==> src/rtl/alu8_pkg.sv <==
package alu8_pkg;
    localparam int OP_W   = 4;
    localparam int STAT_W = 8;

    // status bit positions
    localparam int F_C = 0;
    localparam int F_Z = 1;
    localparam int F_V = 6;
    localparam int F_N = 7;

    typedef enum logic [OP_W-1:0] {
        OP_ADD  = 4'd0,
        OP_SUB  = 4'd1,
        OP_AND  = 4'd2,
        OP_OR   = 4'd3,
        OP_XOR  = 4'd4,
        OP_SHL  = 4'd5,
        OP_SHR  = 4'd6,
        OP_ROL  = 4'd7,
        OP_ROR  = 4'd8,
        OP_INC  = 4'd9,
        OP_DEC  = 4'd10,
        OP_CMP  = 4'd11,
        OP_BIT  = 4'd12,
        OP_LOAD = 4'd13,
        OP_RSV0 = 4'd14,
        OP_RSV1 = 4'd15
    } alu_op_e;

    typedef enum logic {
        ST_IDLE = 1'b0,
        ST_SHOW = 1'b1
    } out_state_e;
endpackage

==> src/rtl/alu8_adder.sv <==
module alu8_adder #(
    parameter int W = 8
) (
    input  logic [W-1:0] a,
    input  logic [W-1:0] b,
    input  logic         ci,
    output logic [W-1:0] sum,
    output logic         co,
    output logic         ovf
);
    localparam int MSB = W - 1;
    logic [W:0] wide;

    always_comb begin
        wide = {1'b0, a} + {1'b0, b} + {{W{1'b0}}, ci};
        sum  = wide[W-1:0];
        co   = wide[W];
        // signed overflow: operands agree in sign, result disagrees
        ovf  = (a[MSB] == b[MSB]) && (sum[MSB] != a[MSB]);
    end
endmodule

==> src/rtl/alu8_shifter.sv <==
module alu8_shifter #(
    parameter int W = 8
) (
    input  logic [W-1:0] d,
    input  logic         left,
    input  logic         rotate,
    input  logic         cin,
    output logic [W-1:0] q,
    output logic         cout
);
    localparam int MSB = W - 1;
    logic fill;

    always_comb begin
        fill = rotate ? cin : 1'b0;
        if (left) begin
            q    = {d[MSB-1:0], fill};
            cout = d[MSB];
        end else begin
            q    = {fill, d[MSB:1]};
            cout = d[0];
        end
    end
endmodule

==> src/rtl/alu8_datapath.sv <==
module alu8_datapath
    import alu8_pkg::*;
#(
    parameter int W = 8
) (
    input  logic [OP_W-1:0]   op,
    input  logic [W-1:0]      a,
    input  logic [W-1:0]      m,
    input  logic [STAT_W-1:0] p_in,
    output logic [W-1:0]      res,
    output logic [STAT_W-1:0] p_out
);
    localparam int MSB = W - 1;

    alu_op_e     op_e;
    logic [W-1:0] add_b, add_s, sh_q, nz_src;
    logic         add_ci, add_co, add_v, sh_co;
    logic         sh_left, sh_rot, upd_nz;

    assign op_e = alu_op_e'(op);

    always_comb begin
        add_b  = (op_e == OP_ADD) ? m : ~m;
        add_ci = (op_e == OP_CMP) ? 1'b1 : p_in[F_C];
    end

    assign sh_left = (op_e == OP_SHL) || (op_e == OP_ROL);
    assign sh_rot  = (op_e == OP_ROL) || (op_e == OP_ROR);

    alu8_adder #(.W(W)) u_add (
        .a(a), .b(add_b), .ci(add_ci),
        .sum(add_s), .co(add_co), .ovf(add_v)
    );

    alu8_shifter #(.W(W)) u_shf (
        .d(a), .left(sh_left), .rotate(sh_rot), .cin(p_in[F_C]),
        .q(sh_q), .cout(sh_co)
    );

    always_comb begin
        res    = a;
        p_out  = p_in;
        nz_src = a;
        upd_nz = 1'b1;
        unique case (op_e)
            OP_ADD, OP_SUB: begin
                res        = add_s;
                p_out[F_C] = add_co;
                p_out[F_V] = add_v;
            end
            OP_AND:  res = a & m;
            OP_OR:   res = a | m;
            OP_XOR:  res = a ^ m;
            OP_SHL, OP_SHR, OP_ROL, OP_ROR: begin
                res        = sh_q;
                p_out[F_C] = sh_co;
            end
            OP_INC:  res = a + 1'b1;
            OP_DEC:  res = a - 1'b1;
            OP_LOAD: res = m;
            OP_CMP: begin
                p_out[F_C] = add_co;
                upd_nz     = 1'b0;
                p_out[F_Z] = (add_s == '0);
                p_out[F_N] = add_s[MSB];
            end
            OP_BIT: begin
                upd_nz     = 1'b0;
                p_out[F_N] = m[MSB];
                p_out[F_V] = m[MSB-1];
                p_out[F_Z] = ((a & m) == '0);
            end
            default: upd_nz = 1'b0;
        endcase
        if (upd_nz) begin
            nz_src     = res;
            p_out[F_Z] = (nz_src == '0);
            p_out[F_N] = nz_src[MSB];
        end
    end
endmodule

==> src/rtl/alu8_core.sv <==
module alu8_core
    import alu8_pkg::*;
#(
    parameter int DATA_W = 8
) (
    input  logic                clk,
    input  logic                rst_n,
    input  logic                in_valid,
    input  logic [OP_W-1:0]     op,
    input  logic [DATA_W-1:0]   reg_a,
    input  logic [DATA_W-1:0]   mem_m,
    input  logic [STAT_W-1:0]   status_in,
    output logic                out_valid,
    output logic [DATA_W-1:0]   result,
    output logic [STAT_W-1:0]   status_out
);
    out_state_e        state_q, state_d;
    logic [DATA_W-1:0] dp_res;
    logic [STAT_W-1:0] dp_stat;

    alu8_datapath #(.W(DATA_W)) u_dp (
        .op(op), .a(reg_a), .m(mem_m), .p_in(status_in),
        .res(dp_res), .p_out(dp_stat)
    );

    always_comb begin
        state_d = state_q;
        unique case (state_q)
            ST_IDLE: if (in_valid)  state_d = ST_SHOW;
            ST_SHOW: if (!in_valid) state_d = ST_IDLE;
            default: state_d = ST_IDLE;
        endcase
    end

    always_ff @(posedge clk) begin
        if (!rst_n) state_q <= ST_IDLE;
        else        state_q <= state_d;
    end

    always_ff @(posedge clk) begin
        if (!rst_n) begin
            result     <= '0;
            status_out <= '0;
        end else if (in_valid) begin
            result     <= dp_res;
            status_out <= dp_stat;
        end
    end

    assign out_valid = (state_q == ST_SHOW);

    // a result is presented one cycle after acceptance
    p_valid_latency_r9: assert property (@(posedge clk) disable iff (!rst_n)
        in_valid |=> out_valid);
    // registers hold while idle
    p_hold_idle_r10: assert property (@(posedge clk) disable iff (!rst_n)
        !in_valid |=> ($stable(result) && $stable(status_out)));
    // I, D, B and bit 5 pass through
    p_passthru_r8: assert property (@(posedge clk) disable iff (!rst_n)
        in_valid |=> (status_out[5:2] == $past(status_in[5:2])));
    // compare keeps V and returns A
    p_cmp_keeps_v_r3: assert property (@(posedge clk) disable iff (!rst_n)
        (in_valid && op == OP_CMP) |=>
            (status_out[F_V] == $past(status_in[F_V]) && result == $past(reg_a)));
    // logical shift right always leaves N clear
    p_shr_clears_n_r5: assert property (@(posedge clk) disable iff (!rst_n)
        (in_valid && op == OP_SHR) |=> !status_out[F_N]);
    // logic ops keep C and V
    p_logic_keeps_cv_r7: assert property (@(posedge clk) disable iff (!rst_n)
        (in_valid && (op == OP_AND || op == OP_OR || op == OP_XOR)) |=>
            (status_out[F_C] == $past(status_in[F_C]) &&
             status_out[F_V] == $past(status_in[F_V])));
endmodule

==> config.mk <==
export PLATFORM = sky130hd
export DESIGN_NAME = alu8_core
export DESIGN_NICKNAME = d
export VERILOG_FILES = /design/src/rtl/alu8_pkg.sv /design/src/rtl/alu8_adder.sv /design/src/rtl/alu8_shifter.sv /design/src/rtl/alu8_datapath.sv /design/src/rtl/alu8_core.sv
export SDC_FILE = /design/constraint.sdc
export NUM_CORES = 1
export LEC_CHECK = 0
export BUFFER_PORTS_ARGS = -buffer_cell sky130_fd_sc_hd__buf_2
export CAP_MARGIN = 20
export CORE_AREA = 2 2 94 96
export CTS_CLUSTER_SIZE = 20
export DETAILED_ROUTE_END_ITERATION = 10
export DIE_AREA = 0 0 96 98
export PLACE_DENSITY = 0.54
export SYNTH_ARGS = -nofsm -noshare
export SYNTH_HDL_FRONTEND = slang
export SYNTH_SLANG_ARGS = --single-unit
==> constraint.sdc <==
create_clock -name clk -period 5.4 [get_ports clk]
set_input_delay 1.08 -clock clk [delete_from_list [all_inputs] [get_ports clk]]
set_output_delay 1.08 -clock clk [all_outputs]
set_load 0.03 [all_outputs]
; ---- After elaboration in Yosys (flattened, before gate mapping)
; Index checks and enable logic that the tools add are counted.
; Widths: inputs -> output; s select.
[totals]
reg_bits = 17
in_bits = 31
[classes]
n_addsub = 4
eq_ne = 15
mux = 14
n_bitwise = 4
n_reduce_logical = 11
[ops]
columns = op, n
row1 = $pmux 8 s8, 1
row2 = $eq 4x4->1 const B, 6
row3 = $logic_not 8->1, 3
row4 = $eq 4x3->1 const B, 4
row5 = $mux 8, 2
row6 = $reduce_or 12->1, 1
row7 = $add 8x8->9, 1
row8 = $add 9x1->9, 1
row9 = $add 8x1->8 const B, 1
row10 = $and 8x8->8, 1
row11 = $eq 4x2->1 const B, 2
row12 = $not 8->8, 1
row13 = $or 8x8->8, 1
row14 = $pmux 1 s2, 4
row15 = $sub 8x1->8 const B, 1
row16 = $xor 8x8->8, 1
row17 = $mux 1, 7
row18 = $eq 4x1->1 const B, 1
row19 = $logic_not 4->1, 1
row20 = $reduce_or 4->1, 1
row21 = $reduce_or 3->1, 1
row22 = $logic_or 1x1->1, 2
row23 = $reduce_or 2->1, 1
row24 = $eq 1x1->1, 1
row25 = 2 further kinds, 2

; ---- Depth between registers and ports, before layout
; Gate-level depths: netlist of run 1.
[logic_depth]
depth_word = 7
ltp_mapped = 15

; ---- Hierarchy
; From an unflattened synthesis of run 1, not the netlist that was laid out.
[unflattened]
hier_cells = 356
hier_area_um2 = 2796.4
[modules_own_cells]
columns = module, instances, cells_each, area_each_um2
row1 = alu8_datapath, 1, 247, 1677.9
row2 = alu8_core, 1, 53, 643.1
row3 = alu8_adder, 1, 42, 336.6
row4 = alu8_shifter, 1, 14, 138.9

; ---- Least setup slack after synthesis of run 1
; OpenSTA, ideal clock, no wires.
[synth_path]
path_type = in2reg
startpoint = in op[2]
endpoint = reg status_out[1]
setup_time_ns = 0.059
arrival_ns = 4.682
slack_ns = 0.659
stages = 15
path_buffers = 4
cell_sequence = buf_4 > buf_4 > buf_6 > buf_2 > nor4_4 > xnor2_1 > fa_1 > fa_1 > nor2_1 > a311oi_1 > a311o_1 > a21o_1 > or3_1 > nor4_2 > a31o_1
[synth_via]
elab_chain_cells = 7
elab_cells_between_ends = 31
[synth_lines]
columns = element, line_no
row1 = start: declaration, alu8_core.sv:9  ; input logic [OP_W-1:0] op,
row2 = "$logic_not 4->1, or another cell as far along", "alu8_datapath.sv:23, alu8_datapath.sv:45"
row3 = $mux 8 / $logic_or 1x1->1 (equally long branches), "alu8_datapath.sv:23, alu8_datapath.sv:28"
row4 = $add 8x8->9 / $mux 1 (equally long branches), "alu8_adder.sv:15, alu8_shifter.sv:15"
row5 = $add 9x1->9 / $mux 8 (equally long branches), "alu8_adder.sv:15, alu8_shifter.sv:16"
row6 = $pmux 8 s8 / $logic_not 8->1 (equally long branches), "alu8_datapath.sv:45, alu8_datapath.sv:64"
row7 = $logic_not 8->1 / $pmux 1 s2 (equally long branches), "alu8_datapath.sv:77, alu8_datapath.sv:45"
row8 = $mux 1 *, alu8_datapath.sv:75  ; if (upd_nz) begin
row9 = end signal: assignment, alu8_core.sv:46  ; status_out <= dp_stat;
row10 = end: declaration, alu8_core.sv:15  ; output logic [STAT_W-1:0] status_out
; Mark *: on every way between the ends. The rest lies on a longest branch, timed or not.
; A chain may end at the register's enable or synchronous reset.

; ---- Worst setup path after layout of run 1
[layout_path]
startpoint = in op[1]
endpoint = reg status_out[1]
; The elaborated chain is that of the path after synthesis.

==> flow_summary.ini, run 1 <==
[run_status]
status = complete, no violations

[flow_run]
cap_violations = 0

[floorplan]
start_util = 0.340
ioPinCount = 48
die_y_um = 98
die_area_um2 = 9410
fp.dieW_um = 96
core-area_um2 = 8470
rows = 34

[timing]
rsz0062_at_grt = false
maxSlewHeadroom = 0.361
hold_violations = 0
worst_pin_slew_ns = 0.955
period_needed_ns = 4.17
setup-tns-final_ns = 0
finalCritPeriodShare = 0.773
worst_clock_skew_ns = 0
final_max_slew_viol_count = 0
clock.fmax_ghz = 0.240
layout_setup_ws_ns = 1.23
setup_viol = 0

[clocking]
htree_levels = 1
cts_root_buf = clkbuf_8
hold_buffers = 0
cts_buffers = 3
clk_pin_slew_ns = 0.07
cts_sinks = 17
cts_tree = built
clk_path_buf_depth = 2
cts_resized = 0
insertion_delay_ns = 0.25
cts_setup_buffers = 0

[yosys]
synthArstFlopShare = 0
synth_area_um2 = 2880
synth_cell_type_count = 75
synthesis.nets = 434
yosysSeqAreaShare = 0.118
synthCells = 377
syn_area_per_cell_um2 = 7.63
ys.flop_type = dfxtp_1
ys_ff_latch = 17
synth_edf_count = 0
synth_warnings = 0

[drt]
viasPerCell = 5.83
dr.max_layer_used = met4
ant_nets = 0
wl_mm = 9.15
first_pass_iters = 5
drt_iter0_drc = 247
wl_per_cell_um = 17.9
dr_wl_met3_um = 446
vias = 2980
routed-wl-met2_mm = 4.45
drc = 0
wl_met1_mm = 4.04

[global_routing]
grt_pass1_wl_mm = 14.5
grt_start_max_net_pins = 39
overflow = 0
antenna_found_initial = 0
grt_use_total = 0.194
grt_pass1_vias = 2750

[finish]
diodes = 0
nets = 461
drive_gt1_frac = 0.166
syn2layout_area_growth_pct = 8.87
fin_util = 0.370

[min_path]
worstHoldPathType = flip-flop to flip-flop

[placement]
place.gp.congestion = 0.938
portBuffers = 47
place_ws_ns = 1.03
dp_hpwl_mm = 7.02

[setup_path]
cp.arrival_ns = 4.32
cp.required_ns = 5.55
worstPathMaxFanout = 38
critPathLaunchType = input port
endpoint_kind = flip-flop
setup.worst_path.class = input port to flip-flop

[power]
p_leak_nw = 1.28
p_per_area_nw_per_um2 = 162
peakVddDrop_mv = 0.0627
## final cells by class
cell class	count	area (um2)
fillers	899	5330
multi-input cells	308	2260
flip-flops and latches	17	340
repair buffers	51	265
well taps	108	135
inverters	23	86.3
clock buffers	3	41.3
clock inverters	1	5.00
## flip-flops by register name, indices dropped and copies added (netlist names)
register / count
out_valid: 1
result: 8
status_out: 8
## power by group
| part | internal (mW) | switching, mW |
|---|---|---|
| clock network | 0.0511 | 0.0423 |
| registers | 0.135 | 0.00449 |
| logic | 0.103 | 0.172 |
## path summary, 6_finish.rpt
path | from | to | slack [ns] | cells after the start
max | op[1] | status_out[1] | 1.23 | 12
min | result[7] | result[7] | 0.48 | 2
max reg2reg | status_out[1] | status_out[1] | 4.17 | 4
min reg2reg | result[7] | result[7] | 0.48 | 2
## layer usage
metal / GRT usage / vias up
li1: - / 1456
met1: 0.265 / 1421
met2: 0.327 / 89
met3: 0.0170 / 14
met4: 0.0473 / 0
met5: 0 / -
## cells in the mapped netlist (4+ instances only)
master / number / area share
buf_2: 6 / 0.010
a21oi_1: 17 / 0.030
o21a_1: 5 / 0.013
xor2_1: 4 / 0.012
nor2_1: 17 / 0.022
mux2i_1: 13 / 0.045
nor3_1: 9 / 0.016
o211ai_1: 7 / 0.018
ha_1: 24 / 0.10
a211oi_1: 6 / 0.016
buf_4: 7 / 0.018
o21ai_1: 6 / 0.010
a21boi_0: 4 / 0.010
dfxtp_1: 17 / 0.12
buf_6: 5 / 0.020
xnor2_1: 13 / 0.040
inv_1: 23 / 0.030
o21ai_0: 18 / 0.031
a22oi_1: 7 / 0.018
or3_1: 6 / 0.013
nand2_1: 18 / 0.023
nand2b_1: 13 / 0.028
nand3b_1: 4 / 0.010
clkbuf_1: 8 / 0.010
a31oi_1: 6 / 0.013
nand3_1: 15 / 0.026
nor2b_1: 21 / 0.046
nor4_1: 6 / 0.013
## cell usage in the layout (no fill, tap or decap), types with 15 or more instances in the layout
cell type / n
buf_2: 47
dfxtp_1: 17
nand3_1: 15
nand2_1: 18
o21ai_0: 18
nor2_1: 17
a21oi_1: 17
ha_1: 24
inv_1: 23
nor2b_1: 21
## stage by stage
stage | hold slack [ns] | std cells | power [mW] | cell area [um2]
3_5_place_dp | 0.467 | 507 | 0.415 | 3090
4_1_cts | 0.479 | 511 | 0.510 | 3130
2_1_floorplan | 0.598 | 377 | 0.344 | 2880
5_1_grt | 0.499 | 511 | 0.546 | 3130
3_3_place_gp | 0.458 | 507 | 0.414 | 3090
6_report | 0.475 | 511 | 0.508 | 3130
## worst max-delay path: stages
cell and delay (ns):
buf_2 0.54, nor4_4 0.07, xnor2_1 0.17, fa_1 0.44, fa_1 0.43, a211oi_1 0.29
nor2_1 0.14, nor3_1 0.39, nor3_1 0.11, a211oi_1 0.37, nor4_2 0.06, a31o_1 0.21
## cells by family (layout without fill, tap and decap cells)
family	Yosys count	in the layout	synth area share
fa+ha+maj	27	27	0.122
xor+xnor	17	17	0.0517
simple gates	132	132	0.270
buf+inv	52	78	0.0965
compound gates	118	118	0.292
mux	14	14	0.0491
flops	17	17	0.118
Power figures use the tool's default switching activity.
==> inputs of run 2 (changes only) <==
- clock period: 5.4 -> 4.11 ns (I/O delays scaled with it)
==> flow_summary.ini, run 2 (synthesized netlist as in run 1, its figures left out) <==
[timing]
hold_violations = 0
maxSlewHeadroom = 0.347
final_max_slew_viol_count = 0
layout_setup_ws_ns = 0.397
finalCritPeriodShare = 0.903
worst_clock_skew_ns = 0
worst_pin_slew_ns = 0.976
setup_viol = 0
clock.fmax_ghz = 0.269
rsz0062_at_grt = false
period_needed_ns = 3.71

[setup_path]
cp.required_ns = 4.30
endpoint_kind = flip-flop
critPathLaunchType = input port
cp.arrival_ns = 3.91
worstReg2RegStart = status_out[1]
crit_start = op[1]
reg2reg_depth = 4
worstPathMaxFanout = 3
setup.worst_path.class = input port to flip-flop

[min_path]
worstHoldPathType = flip-flop to flip-flop
hold_path_depth = 2
hold_start = result[7]

[clocking]
insertion_delay_ns = 0.24
clk_pin_slew_ns = 0.06
cts_root_buf = clkbuf_8
cts_sinks = 17
cts_buffers = 3
cts_tree = built
htree_levels = 1
clk_path_buf_depth = 2
hold_buffers = 0
cts_resized = 0
cts_setup_buffers = 0

[flow_run]
cap_violations = 0

[drt]
drt_iter0_drc = 231
wl_per_cell_um = 17.3
viasPerCell = 5.79
first_pass_iters = 5
vias = 2969
wl_mm = 8.86
ant_nets = 0
drc = 0

[global_routing]
grt_start_max_net_pins = 42
grt_pass1_wl_mm = 14.1
antenna_found_initial = 0
grt_pass1_vias = 2754
overflow = 0
grt_use_total = 0.187

[finish]
postLayoutCellArea_um2 = 3170
layout_common_cells = buf_2, ha_1, inv_1
syn2layout_area_growth_pct = 10.2
final_common_cell = buf_2
fillers = 899
fin_util = 0.375
diodes = 0
drive_gt1_frac = 0.183
nets = 463

[placement]
portBuffers = 47
dp_hpwl_mm = 6.87
place.gp.congestion = 0.888
postPlaceCellArea_um2 = 3130
place_ws_ns = 0.174

[power]
power_mw = 0.668
p_per_area_nw_per_um2 = 211
p_leak_nw = 1.29
peakVddDrop_mv = 0.107

[floorplan]
die_y_um = 98
ioPinCount = 48
fp.dieW_um = 96
core-area_um2 = 8470
rows = 34
die_area_um2 = 9410
start_util = 0.340

[run_status]
status = complete, no violations
## run 2: changes by cell type in the layout (fill, tap and decap cells not counted)
| cell | delta |
|---|---|
| fa_2 | +2 |
| clkbuf_1 | +1 |
| a211oi_1 | -3 |
| clkinv_2 | -1 |
| a211oi_2 | +3 |
| nor3_1 | -1 |
| buf_4 | +2 |
| fa_1 | -2 |
| nor3_2 | +1 |
## run 2: worst paths after layout
| path | endpoint | slack [ns] |
|---|---|---|
| min | result[7] | 0.47 |
| max reg2reg | status_out[1] | 2.66 |
| min reg2reg | result[7] | 0.47 |
| max | status_out[1] | 0.40 |
## run 2: cell type report
cell class | count | area [um2] | share of cell area
multi-input combinational | 308 | 2280 | 0.720
timing repair buffer | 53 | 280 | 0.0884
clock buffer | 4 | 45.0 | 0.0142
tap | 108 | 135 | 0.0426
inverter | 23 | 86.3 | 0.0272
sequential | 17 | 340 | 0.107
## run 2: report_power, final
part	switching, mW	internal [mW]
Sequential	0.00578	0.178
Clock	0.0516	0.0686
Combinational	0.226	0.139
## run 2: per-layer routing
layer / wire [um] / vias up / track usage
li1: - / 1456 / -
met5: 0 / - / 0
met3: 438 / 17 / 0.0177
met1: 4090 / 1396 / 0.259
met2: 4150 / 100 / 0.309
met4: 181 / 0 / 0.0473
## run 2: critical path, stage by stage
cell and delay (ns):
buf_2 0.13, nor4_4 0.33, xnor2_1 0.15, fa_2 0.43, fa_2 0.43, xor2_1 0.20, a22o_1 0.21, a221oi_1 0.33
o211ai_1 0.16, o21a_1 0.16, nor4_2 0.36, a31o_1 0.19
## run 2: stage by stage
step	cells	setup TNS [ns]	hold WS, ns
2_1_floorplan	377	-0.149	0.598
3_3_place_gp	509	0	0.464
3_5_place_dp	509	0	0.465
4_1_cts	513	0	0.476
5_1_grt	513	0	0.495
6_report	513	0	0.474
==> inputs of run 3 (changes only) <==
- CORE_AREA: 2 2 94 96 -> 8 8 100 102
- DIE_AREA: 0 0 96 98 -> 0 0 108 110
==> flow_summary.ini, run 3 (synthesized netlist as in run 1, its figures left out) <==
[drt]
drc = 0
ant_nets = 0
wl_per_cell_um = 17.8
drt_iter0_drc = 205
wl_mm = 9.14
viasPerCell = 5.79
vias = 2977
first_pass_iters = 4

[floorplan]
rows = 34
die_y_um = 110
start_util = 0.340
fp.dieW_um = 108
ioPinCount = 48
die_area_um2 = 11900
core-area_um2 = 8470

[setup_path]
crit_start = op[1]
cp.arrival_ns = 3.84
critPathLaunchType = input port
reg2reg_depth = 4
cp.required_ns = 4.30
setup.worst_path.class = input port to flip-flop
crit_end = status_out[1]
worstPathMaxFanout = 3
worstReg2RegStart = status_out[1]
endpoint_kind = flip-flop
r2r_slack_ns = 2.75
rr_endpoint = status_out[1]

[placement]
portBuffers = 47
dp_cells = 510
dp_hpwl_mm = 7.10
postPlaceCellArea_um2 = 3130
place.gp.congestion = 0.880

[clocking]
cts_setup_buffers = 0
cts_resized = 0
hold_buffers = 0
insertion_delay_ns = 0.24
cts_tree = built
cts_buffers = 3
clk_pin_slew_ns = 0.06
clk_path_buf_depth = 2
htree_levels = 1
cts_sinks = 17
cts_root_buf = clkbuf_8

[finish]
post_layout_nonfiller_instances = 514
final_common_cell = buf_2
drive_gt1_frac = 0.185
syn2layout_area_growth_pct = 10.5
diodes = 0
postLayoutCellArea_um2 = 3180
layout_common_cells = buf_2, ha_1, inv_1
nets = 464

[timing]
setup_viol = 0
period_needed_ns = 3.65
clock.fmax_ghz = 0.274
rsz0062_at_grt = false
worst_clock_skew_ns = 0
finalCritPeriodShare = 0.888
worst_pin_slew_ns = 1.03
maxSlewHeadroom = 0.314
final_max_slew_viol_count = 0
hold_violations = 0

[power]
power_mw = 0.670
p_per_area_nw_per_um2 = 211
p_leak_nw = 1.29
peakVddDrop_mv = 0.0951

[run_status]
status = complete, no violations

[global_routing]
grt_use_total = 0.153
antenna_found_initial = 0
grt_pass1_wl_mm = 14.7
grt_start_max_net_pins = 42
overflow = 0
grt_pass1_vias = 2818

[min_path]
worstHoldPathType = flip-flop to flip-flop

[flow_run]
cap_violations = 0
-- run 3: cell count changes in the layout (fill, tap and decap cells not counted), sizes merged --
cell	change
buf	+1
-- run 3: worst min-delay path by stage --
stage / to / cells past startpoint / from / slack [ns]
global route: result[0] / 2 / result[0] / 0.51
finish: result[7] / 2 / result[7] / 0.47
CTS: result[7] / 2 / result[7] / 0.47
detailed placement: result[7] / 2 / result[7] / 0.46
global placement: result[7] / 2 / result[7] / 0.46
floorplan: result[7] / 2 / result[7] / 0.60
-- run 3: critical path: stages --
cell      delay, ns
buf_2          0.13
nor4_4         0.32
xnor2_1        0.15
fa_2           0.43
fa_2           0.43
xor2_1         0.20
a22o_1         0.21
a221oi_1       0.34
o211ai_1       0.18
o21a_1         0.17
nor4_2         0.30
a31o_1         0.17
-- run 3: cell type report --
cell class	instances	area (um2)
inverters	23	86.3
well taps	108	135
fillers	902	5290
flip-flops and latches	17	340
repair buffers	54	288
clock buffers	4	45.0
multi-input cells	308	2280
-- run 3: power by group --
group / total, mW / switching, mW / internal [mW] / leakage (nW)
combinational: 0.366 / 0.226 / 0.140 / 1.13
clock: 0.120 / 0.0511 / 0.0685 / 0.0228
sequential: 0.184 / 0.00605 / 0.178 / 0.140
-- run 3: routing by layer --
| metal | up-vias | part of all wire | GRT usage | routed length [um] |
|---|---|---|---|---|
| met5 | - | 0 | 0 | 0 |
| met1 | 1412 | 0.47 | 0.206 | 4270 |
| li1 | 1465 | - | - | - |
| met2 | 84 | 0.46 | 0.245 | 4170 |
| met4 | 0 | 0.022 | 0.0515 | 197 |
| met3 | 16 | 0.055 | 0.0227 | 507 |
-- run 3: stage by stage --
step / setup WS [ns] / hold WS, ns / TNS (ns) / utilization
2_1_floorplan: -0.149 / 0.598 / -0.149 / -
3_3_place_gp: 0.234 / 0.462 / 0 / 0.370
3_5_place_dp: 0.244 / 0.457 / 0 / 0.370
4_1_cts: 0.497 / 0.468 / 0 / 0.376
5_1_grt: 0.373 / 0.512 / 0 / 0.376
6_report: 0.460 / 0.466 / 0 / 0.376
